[config.mk]
export PLATFORM = sky130hd
export DESIGN_NAME = wdog_window_mon
export DESIGN_NICKNAME = d
export VERILOG_FILES = /design/src/rtl/wdog_pkg.sv /design/src/rtl/wdog_sync.sv /design/src/rtl/wdog_key_seq.sv /design/src/rtl/wdog_counter.sv /design/src/rtl/wdog_window_mon.sv
export SDC_FILE = /design/constraint.sdc
export NUM_CORES = 1
export LEC_CHECK = 0
export CAP_MARGIN = 20
export CORE_ASPECT_RATIO = 1.1
export CORE_MARGIN = 5
export CORE_UTILIZATION = 45
export DETAILED_ROUTE_END_ITERATION = 16
export PLACE_DENSITY = 0.68
export SYNTH_ARGS = -nofsm -noshare
export SYNTH_HDL_FRONTEND = slang
export SYNTH_SLANG_ARGS = --single-unit
[constraint.sdc]
create_clock -name clk_i -period 3 [get_ports clk_i]
set_input_delay 0.45 -clock clk_i [delete_from_list [all_inputs] [get_ports clk_i]]
set_output_delay 0.45 -clock clk_i [all_outputs]
set_load 0.01 [all_outputs]
[src/rtl/wdog_pkg.sv]
package wdog_pkg;
  localparam int REG_W = 8;

  typedef enum logic [1:0] {
    A_CTRL = 2'd0,
    A_SERV = 2'd1,
    A_CMPL = 2'd2,
    A_CMPH = 2'd3
  } reg_addr_e;

  localparam logic [REG_W-1:0] KEY_FIRST  = 8'hB4;
  localparam logic [REG_W-1:0] KEY_SECOND = 8'h2C;

  typedef struct packed {
    logic irq_en;
    logic in_en;
    logic pol;
    logic en;
  } ctrl_t;
endpackage

[src/rtl/wdog_sync.sv]
module wdog_sync #(
  parameter int   STAGES  = 2,
  parameter logic RST_VAL = 1'b1
) (
  input  logic clk_i,
  input  logic rst_ni,
  input  logic d_i,
  output logic q_o
);
  logic [STAGES-1:0] pipe_q;

  generate
    for (genvar i = 0; i < STAGES; i++) begin : g_stage
      always_ff @(posedge clk_i or negedge rst_ni) begin
        if (!rst_ni) pipe_q[i] <= RST_VAL;
        else if (i == 0) pipe_q[i] <= d_i;
        else pipe_q[i] <= pipe_q[(i == 0) ? 0 : i-1];
      end
    end
  endgenerate

  assign q_o = pipe_q[STAGES-1];
endmodule

[src/rtl/wdog_key_seq.sv]
module wdog_key_seq
  import wdog_pkg::*;
#(
  parameter int SERV_TIME = 256
) (
  input  logic             clk_i,
  input  logic             rst_ni,
  input  logic             act_i,
  input  logic             serv_wr_i,
  input  logic             other_wr_i,
  input  logic [REG_W-1:0] data_i,
  output logic             ok_o,
  output logic             bad_o
);
  localparam int TW = $clog2(SERV_TIME + 1);
  localparam logic [TW-1:0] T_LAST = TW'(SERV_TIME - 1);

  logic          armed_q, armed_d;
  logic [TW-1:0] tmr_q, tmr_d;

  always_comb begin
    armed_d = armed_q;
    tmr_d   = tmr_q;
    ok_o    = 1'b0;
    bad_o   = 1'b0;
    if (!act_i) begin
      armed_d = 1'b0;
      tmr_d   = '0;
    end else if (!armed_q) begin
      if (serv_wr_i) begin
        if (data_i == KEY_FIRST) begin
          armed_d = 1'b1;
          tmr_d   = '0;
        end else begin
          bad_o = 1'b1;
        end
      end
    end else begin
      if (serv_wr_i) begin
        armed_d = 1'b0;
        if (data_i == KEY_SECOND) ok_o = 1'b1;
        else bad_o = 1'b1;
      end else if (other_wr_i) begin
        armed_d = 1'b0;
        bad_o   = 1'b1;
      end else if (tmr_q == T_LAST) begin
        // window closes: any later second byte is too late
        armed_d = 1'b0;
        bad_o   = 1'b1;
      end else begin
        tmr_d = tmr_q + 1'b1;
      end
    end
  end

  always_ff @(posedge clk_i or negedge rst_ni) begin
    if (!rst_ni) begin
      armed_q <= 1'b0;
      tmr_q   <= '0;
    end else begin
      armed_q <= armed_d;
      tmr_q   <= tmr_d;
    end
  end
endmodule

[src/rtl/wdog_counter.sv]
module wdog_counter #(
  parameter int W = 8
) (
  input  logic         clk_i,
  input  logic         rst_ni,
  input  logic         clr_i,
  input  logic         run_i,
  output logic [W-1:0] cnt_o
);
  localparam logic [W-1:0] CNT_MAX = '1;

  always_ff @(posedge clk_i or negedge rst_ni) begin
    if (!rst_ni) cnt_o <= '0;
    else if (clr_i) cnt_o <= '0;
    else if (run_i && cnt_o != CNT_MAX) cnt_o <= cnt_o + 1'b1;
  end
endmodule

[src/rtl/wdog_window_mon.sv]
module wdog_window_mon
  import wdog_pkg::*;
#(
  parameter int               SERV_TIME   = 256,
  parameter int               SYNC_STAGES = 2,
  parameter logic [REG_W-1:0] CMPH_RST    = 8'hFF
) (
  input  logic             clk_i,
  input  logic             rst_ni,
  input  logic             wr_i,
  input  logic [1:0]       addr_i,
  input  logic [REG_W-1:0] wdata_i,
  output logic [REG_W-1:0] rdata_o,
  input  logic             ext_i,
  output logic             alarm_no,
  output logic             irq_o
);
  ctrl_t            ctrl_q;
  logic             lock_q;
  logic [REG_W-1:0] cmp_lo_q, cmp_hi_q;
  logic [REG_W-1:0] cnt_q;
  logic             alarm_q;

  logic wr_ctrl, wr_serv, wr_cmpl, wr_cmph;
  assign wr_ctrl = wr_i && (addr_i == A_CTRL);
  assign wr_serv = wr_i && (addr_i == A_SERV);
  assign wr_cmpl = wr_i && (addr_i == A_CMPL);
  assign wr_cmph = wr_i && (addr_i == A_CMPH);

  logic en_w;
  assign en_w = ctrl_q.en;

  always_ff @(posedge clk_i or negedge rst_ni) begin
    if (!rst_ni) begin
      ctrl_q   <= '0;
      lock_q   <= 1'b0;
      cmp_lo_q <= '0;
      cmp_hi_q <= CMPH_RST;
    end else begin
      if (wr_ctrl) begin
        ctrl_q.irq_en <= wdata_i[3];
        ctrl_q.in_en  <= wdata_i[2];
        ctrl_q.pol    <= wdata_i[1];
        if (!lock_q) begin
          ctrl_q.en <= wdata_i[0];
          lock_q    <= 1'b1;
        end
      end
      if (wr_cmpl) cmp_lo_q <= wdata_i;
      if (wr_cmph) cmp_hi_q <= wdata_i;
    end
  end

  logic ext_sync;
  wdog_sync #(.STAGES(SYNC_STAGES), .RST_VAL(1'b1)) u_sync (
    .clk_i (clk_i),
    .rst_ni(rst_ni),
    .d_i   (ext_i),
    .q_o   (ext_sync)
  );

  logic ext_hit;
  assign ext_hit = en_w && ctrl_q.in_en && (ext_sync == ctrl_q.pol);

  logic key_ok, key_bad;
  wdog_key_seq #(.SERV_TIME(SERV_TIME)) u_key (
    .clk_i     (clk_i),
    .rst_ni    (rst_ni),
    .act_i     (en_w),
    .serv_wr_i (wr_serv),
    .other_wr_i(wr_ctrl | wr_cmpl | wr_cmph),
    .data_i    (wdata_i),
    .ok_o      (key_ok),
    .bad_o     (key_bad)
  );

  logic en_set, early, in_win, overrun;
  assign en_set  = wr_ctrl && !lock_q && wdata_i[0];
  assign early   = key_ok && (cnt_q < cmp_lo_q);
  assign in_win  = key_ok && !early;
  assign overrun = en_w && (cnt_q > cmp_hi_q);

  wdog_counter #(.W(REG_W)) u_cnt (
    .clk_i (clk_i),
    .rst_ni(rst_ni),
    .clr_i (en_set | in_win),
    .run_i (en_w),
    .cnt_o (cnt_q)
  );

  always_ff @(posedge clk_i or negedge rst_ni) begin
    if (!rst_ni) alarm_q <= 1'b0;
    else if (overrun || ext_hit || key_bad || early) alarm_q <= 1'b1;
  end

  assign alarm_no = ~alarm_q;
  assign irq_o    = alarm_q & ctrl_q.irq_en;

  always_comb begin
    unique case (addr_i)
      A_CTRL:  rdata_o = {4'b0, ctrl_q};
      A_SERV:  rdata_o = '0;
      A_CMPL:  rdata_o = cmp_lo_q;
      default: rdata_o = cmp_hi_q;
    endcase
  end
endmodule

== Yosys cells after proc, flatten, opt, wreduce, memory -nomap -nowiden ==
Index checks and enable logic that the tools add are counted.

* Register bits: 42
* Memories kept: 0
* ROM bits: 0
* Bits in latches: 0
* RAM bits: 0

* Reductions and logical operators: 21
* Multiply operators: 0
* Bitwise gates (word level): 6
* Order comparisons: 2
* Equal/unequal tests: 13
* Shift-type cells: 0
* Div/mod/pow operators: 0
* Mux-type cells: 29
* Add/sub/neg operators: 2

{| class="wikitable"
|+ Operator list
! kind !! count
|-
| 9-bit two-way mux || 7
|-
| 8-bit case mux with 3 select lines || 1
|-
| 1-bit two-way mux || 19
|-
| 8-bit two-way mux || 2
|-
| 1-bit logical AND || 12
|-
| 9-bit by 1-bit adder with 9-bit output (second input constant) || 1
|-
| 9-bit by 8-bit equality test with 1-bit output (second input constant) || 1
|-
| 8-bit by 1-bit adder with 8-bit output (second input constant) || 1
|-
| 8-bit by 6-bit equality test with 1-bit output (second input constant) || 1
|-
| 8-bit equality test (second input constant) || 1
|-
| 8-bit > comparator || 1
|-
| 8-bit less-than comparator || 1
|-
| 8-bit != test (second input constant) || 1
|-
| 3-bit by 1-bit != test with 1-bit output (second input constant) || 2
|-
| 3-bit by 2-bit != test with 1-bit output (second input constant) || 2
|-
| 5-bit AND reduction || 1
|-
| 2-bit equality test (second input constant) || 2
|-
| 1-bit logical OR || 3
|-
| 3-bit != test (second input constant) || 1
|-
| 1-bit bitwise OR || 3
|-
| 2-bit by 1-bit equality test with 1-bit output (second input constant) || 1
|-
| 1-bit logical NOT || 2
|-
| 2-bit logical NOT || 1
|-
| 1-bit inverter || 2
|-
| 4 further kinds || 4
|}

== Longest topological paths before layout ==
* Word-level depth: 10
* Gate-level depth with buffers: 11
* Depth with buffers taken out: 11

== Modules after synthesis ==
Synthesis repeated with hierarchy kept, for this count alone.

* Cell total of the unflattened synthesis: 248
* Area total of the unflattened synthesis: 2,601.2 um2

{| class="wikitable"
|+ By module, submodules not included
! module !! cells each !! times used !! area each (um2)
|-
| wdog_window_mon || 133 || 1 || 1,403.8
|-
| wdog_key_seq || 64 || 1 || 680.7
|-
| wdog_counter || 49 || 1 || 464.2
|-
| wdog_sync || 2 || 1 || 52.6
|}

== Least setup slack after synthesis ==
No wires, ideal clock.

* Path type: register to register
* Start point: register u_key.tmr_q[0]
* End point: register alarm_q
* Arrival: 2.034 ns
* Stages on the path, launching flop included: 12
* Setup time: 0.131 ns
* Setup slack: 0.835 ns
* Data required time: 2.869 ns
* Cell sequence: dfrtp_1 > ha_1 > and3_1 > nand3_1 > inv_1 > and3_1 > ha_1 > o21ai_0 > nor2b_1 > o221ai_1 > o31ai_1 > nand3_1

* Cells in the longest elaborated chain, start to end: 8

{| class="wikitable"
|+ RTL lines
! element !! line !! source
|-
| from (decl) || wdog_key_seq.sv:19 || <nowiki>logic [TW-1:0] tmr_q, tmr_d;</nowiki>
|-
| from (signal assigned) || wdog_key_seq.sv:62 || <nowiki>tmr_q <= tmr_d;</nowiki>
|-
| 9-bit by 8-bit equality test with 1-bit output || wdog_key_seq.sv:46 || <nowiki>end else if (tmr_q == T_LAST) begin</nowiki>
|-
| 1-bit two-way mux || wdog_key_seq.sv:46 ||
|-
| 1-bit two-way mux || wdog_key_seq.sv:43 || <nowiki>end else if (other_wr_i) begin</nowiki>
|-
| 1-bit two-way mux || wdog_key_seq.sv:39 || <nowiki>if (serv_wr_i) begin</nowiki>
|-
| 1-bit two-way mux || wdog_key_seq.sv:29 || <nowiki>end else if (!armed_q) begin</nowiki>
|-
| 1-bit two-way mux || wdog_key_seq.sv:26 || <nowiki>if (!act_i) begin</nowiki>
|-
| 1-bit logical OR (2 in a row) || wdog_window_mon.sv:93 || <nowiki>else if (overrun || ext_hit || key_bad || early) alarm_q <= 1'b1;</nowiki>
|-
| to (signal assigned) || wdog_window_mon.sv:92 || <nowiki>if (!rst_ni) alarm_q <= 1'b0;</nowiki>
|-
| to (signal assigned) || wdog_window_mon.sv:93 ||
|-
| to (decl) || wdog_window_mon.sv:22 || <nowiki>logic alarm_q;</nowiki>
|}

No other way between the ends.
A chain may end at the register's enable or synchronous reset.

== Worst setup path after layout ==
* Start point: input port addr_i[0]
* End point: output port rdata_o[0]

* Cells in the longest elaborated chain, start to end: 2
* Elaborated cells on any way between the ends: 4
* Classes of those cells: 2 x eq/ne; 1 x mux; 1 x reduce/logical

{| class="wikitable"
|+ RTL lines
! element !! line !! source
|-
| from (decl) || wdog_window_mon.sv:11 || <nowiki>input logic [1:0] addr_i,</nowiki>
|-
| 2-bit equality test, or another cell as far along || wdog_window_mon.sv:100 || <nowiki>unique case (addr_i)</nowiki>
|-
| 8-bit case mux with 3 select lines * || wdog_window_mon.sv:100 ||
|-
| to (decl) || wdog_window_mon.sv:13 || <nowiki>output logic [REG_W-1:0] rdata_o,</nowiki>
|}

Every way passes the cells marked *; elsewhere a longest branch is shown, timed or not.

==> flow_metrics.env <==
export IMPL_worst_slew_pin_slew_ns=0.936
export IMPL_met1Wirelength_um=2640
export IMPL_drive_gt1_frac=0.201
export IMPL_synth_area_leaders="dfrtp_1 32%, dfstp_2 10%, mux2_2 9.4%"
export IMPL_netlist_top_cells_count="32 x dfrtp_1, 24 x inv_1, 21 x mux2_2"
export IMPL_numCtsBuffers=5
export IMPL_grt_usage=0.165
export IMPL_n_antenna_cell=0
export IMPL_avgSynthCellArea_sq_um=10.3
export IMPL_critPathMaxStageDelay_ns=0.68
export IMPL_drv_slew=0
export IMPL_cp_max_fo=10
export IMPL_met3WireLength_um=251
export IMPL_via_per_inst=5.26
export IMPL_syn_inst=245
export IMPL_finalSetupTns_ns=0
export IMPL_drc_errors=0
export IMPL_clk_latency_ns=0.30
export IMPL_grt_pass1_wl_um=9080
export IMPL_antenna_found_initial=0
export IMPL_critical_path_arrival_ns=2.18
export IMPL_p_leak_nw=1.30
export IMPL_coreArea_sq_mm=0.00540
export IMPL_grt_pass1_vias=1816
export IMPL_dr_total_vias=1836
export IMPL_final_min_clock_period_ns=2.63
export IMPL_first_pass_iters=4
export IMPL_detailed_place_hpwl_um=3900
export IMPL_cts_tree="built"
export IMPL_hold_buffers=0
export IMPL_fp_dieArea_sq_mm=0.00719
export IMPL_top_level_ports=24
export IMPL_wl_met2_um=2240
export IMPL_power_density_mw_per_mm2=660
export IMPL_ant_nets=0
export IMPL_slew_headroom=0.376
export IMPL_crit_buf_inv=2
export IMPL_port_buffers=23
export IMPL_wl_per_cell_um=15.0
export IMPL_synthesis_area_sq_mm=0.00251
export IMPL_die_h_um=88.4
export IMPL_synth_edf_count=0
export IMPL_drt_iter0_drc=78
export IMPL_crit_top_cell="clkdlybuf4s50_1"
export IMPL_die_w_um=81.3
export IMPL_cpMaxStageDelayCell="clkdlybuf4s50_1"
export IMPL_start_kind="primary input"
export IMPL_final_period_utilization=0.876
export IMPL_ys_ff_latch=42
export IMPL_cp_required_ns=2.55
export IMPL_cts_sink_count=42
export IMPL_synthArstFlopShare=1.00
export IMPL_cts_max_level=2
export IMPL_post_cts_buffers=0
export IMPL_area_growth_pct=17.0
export IMPL_cts_resized=0
export IMPL_maxCapViolations=0
export IMPL_clk_pin_slew_ns=0.09
export IMPL_fill_cells=505
export IMPL_grt_overflow_total=0
export IMPL_synth_top_area_frac=0.318
export IMPL_synth_most_common_cell="dfrtp_1"
export IMPL_topRoutingLayerUsed="met4"
export IMPL_max_freq_mhz=381
export IMPL_yosysWarnings=0
export IMPL_setup_viol=0
export IMPL_worst_slack_ns=0.373
export IMPL_clk_path_buf_depth=2
export IMPL_cts_root_buffer="clkbuf_8"
export IMPL_yosysUniqueCellTypes=46
export IMPL_vdd_drop_max_mv=0.377
export IMPL_path_class="in2out"
export IMPL_dp_cells=341
export IMPL_synth_top_area_cell="dfrtp_1"
export IMPL_min_path_type="in2async"
export IMPL_wl_um=5230
export IMPL_synthesis_nets=277
export IMPL_skew_ns=0.0120
export IMPL_gp_congestion=0.781
export IMPL_grt_max_degree=43
export IMPL_initial_utilization=0.466
export IMPL_final_util=0.545
export IMPL_std_cell_rows=28
export IMPL_end_kind="output pin"
export IMPL_final_nets=305
export IMPL_ys_seq_area_frac=0.423
export IMPL_rsz0062_at_grt="no"
export IMPL_cp_top_family="buffers and inverters"
export IMPL_pre_cts_ws_ns=0.387
export IMPL_hold_viol=0
export IMPL_synthFlopType="dfrtp_1"
export IMPL_holdWs_ns=0.278
export IMPL_status="finished clean"
export IMPL_finalNonFillerCells=349
export IMPL_cp_cell_sequence="clkdlybuf4s50_1 -> mux2_2 -> a22o_1 -> clkdlybuf4s50_1"
power by group:
part,switching [mW],total (mW),internal (mW)
clock network,0.203,0.448,0.245
registers,0.141,0.832,0.690
logic,0.343,0.663,0.320
flip-flops by register name (all words and copies together) (netlist names):
register,count
u_key.tmr_q,9
cmp_lo_q,8
u_sync.pipe_q,1
ctrl_q,3
alarm_q,1
en_w,1
lock_q,1
u_sync.q_o,1
cmp_hi_q,8
u_key.armed_q,1
u_cnt.cnt_o,8
through the flow:
stage               cell area (sq um)  total power [mW]
global route                     2940              2.11
finish                           2940              1.94
detailed placement               2830              1.50
floorplan                        2510              1.29
CTS                              2940              1.96
global placement                 2830              1.49
per-layer routing:
metal,vias to the layer above,GRT usage
li1,923,-
met1,861,0.243
met2,44,0.239
met3,8,0.0316
met4,0,0.0614
met5,-,0
layout make-up:
type                            instances  area (sq um)  share of cell area
Timing Repair Buffer                   26           248              0.0842
Clock buffer                            5          68.8              0.0234
Clock inverter                          3          40.0              0.0136
Inverter                               24          90.1              0.0306
Sequential cell                        42          1060               0.362
Multi-Input combinational cell        174          1340               0.455
Tap cell                               75          93.8              0.0319
cell families (layout without fill, tap and decap cells):
| group | after synthesis | count (layout) | synth area share |
|---|---|---|---|
| compound gates | 52 | 52 | 0.141 |
| xor+xnor | 5 | 5 | 0.0174 |
| fa+ha+maj | 18 | 18 | 0.0896 |
| buf+inv | 29 | 58 | 0.0453 |
| flops | 42 | 42 | 0.423 |
| mux | 27 | 27 | 0.118 |
| simple gates | 72 | 72 | 0.166 |
cell usage in the layout, fill, tap and decap left out, types with 4 or more instances in the layout:
cell type,n
dfrtp_1,32
inv_1,24
clkdlybuf4s50_1,22
mux2_2,21
nand2_1,18
a21oi_1,18
ha_1,18
o21ai_0,12
nor2_1,12
dfstp_2,10
nand3_1,6
mux2i_1,6
nor2b_1,6
o21a_1,5
clkbuf_8,5
and3_1,4
a22o_1,4
nand3b_1,4
path summary, 6_finish.rpt:
path	slack [ns]	end	depth (start not counted)	startpoint
setup / recovery	0.37	rdata_o[0]	4	addr_i[0]
hold / removal	0.28	u_key.tmr_q[6]	1	rst_ni
setup reg to reg	0.64	alarm_q	11	u_key.tmr_q[0]
hold reg to reg	0.36	u_sync.q_o	0	u_sync.pipe_q[0]
max in group asynchronous	2.12	u_cnt.cnt_o[0]	1	rst_ni
min in group clk_i	0.36	u_sync.q_o	0	u_sync.pipe_q[0]
No activity file was read; power rests on OpenSTA's default activity.
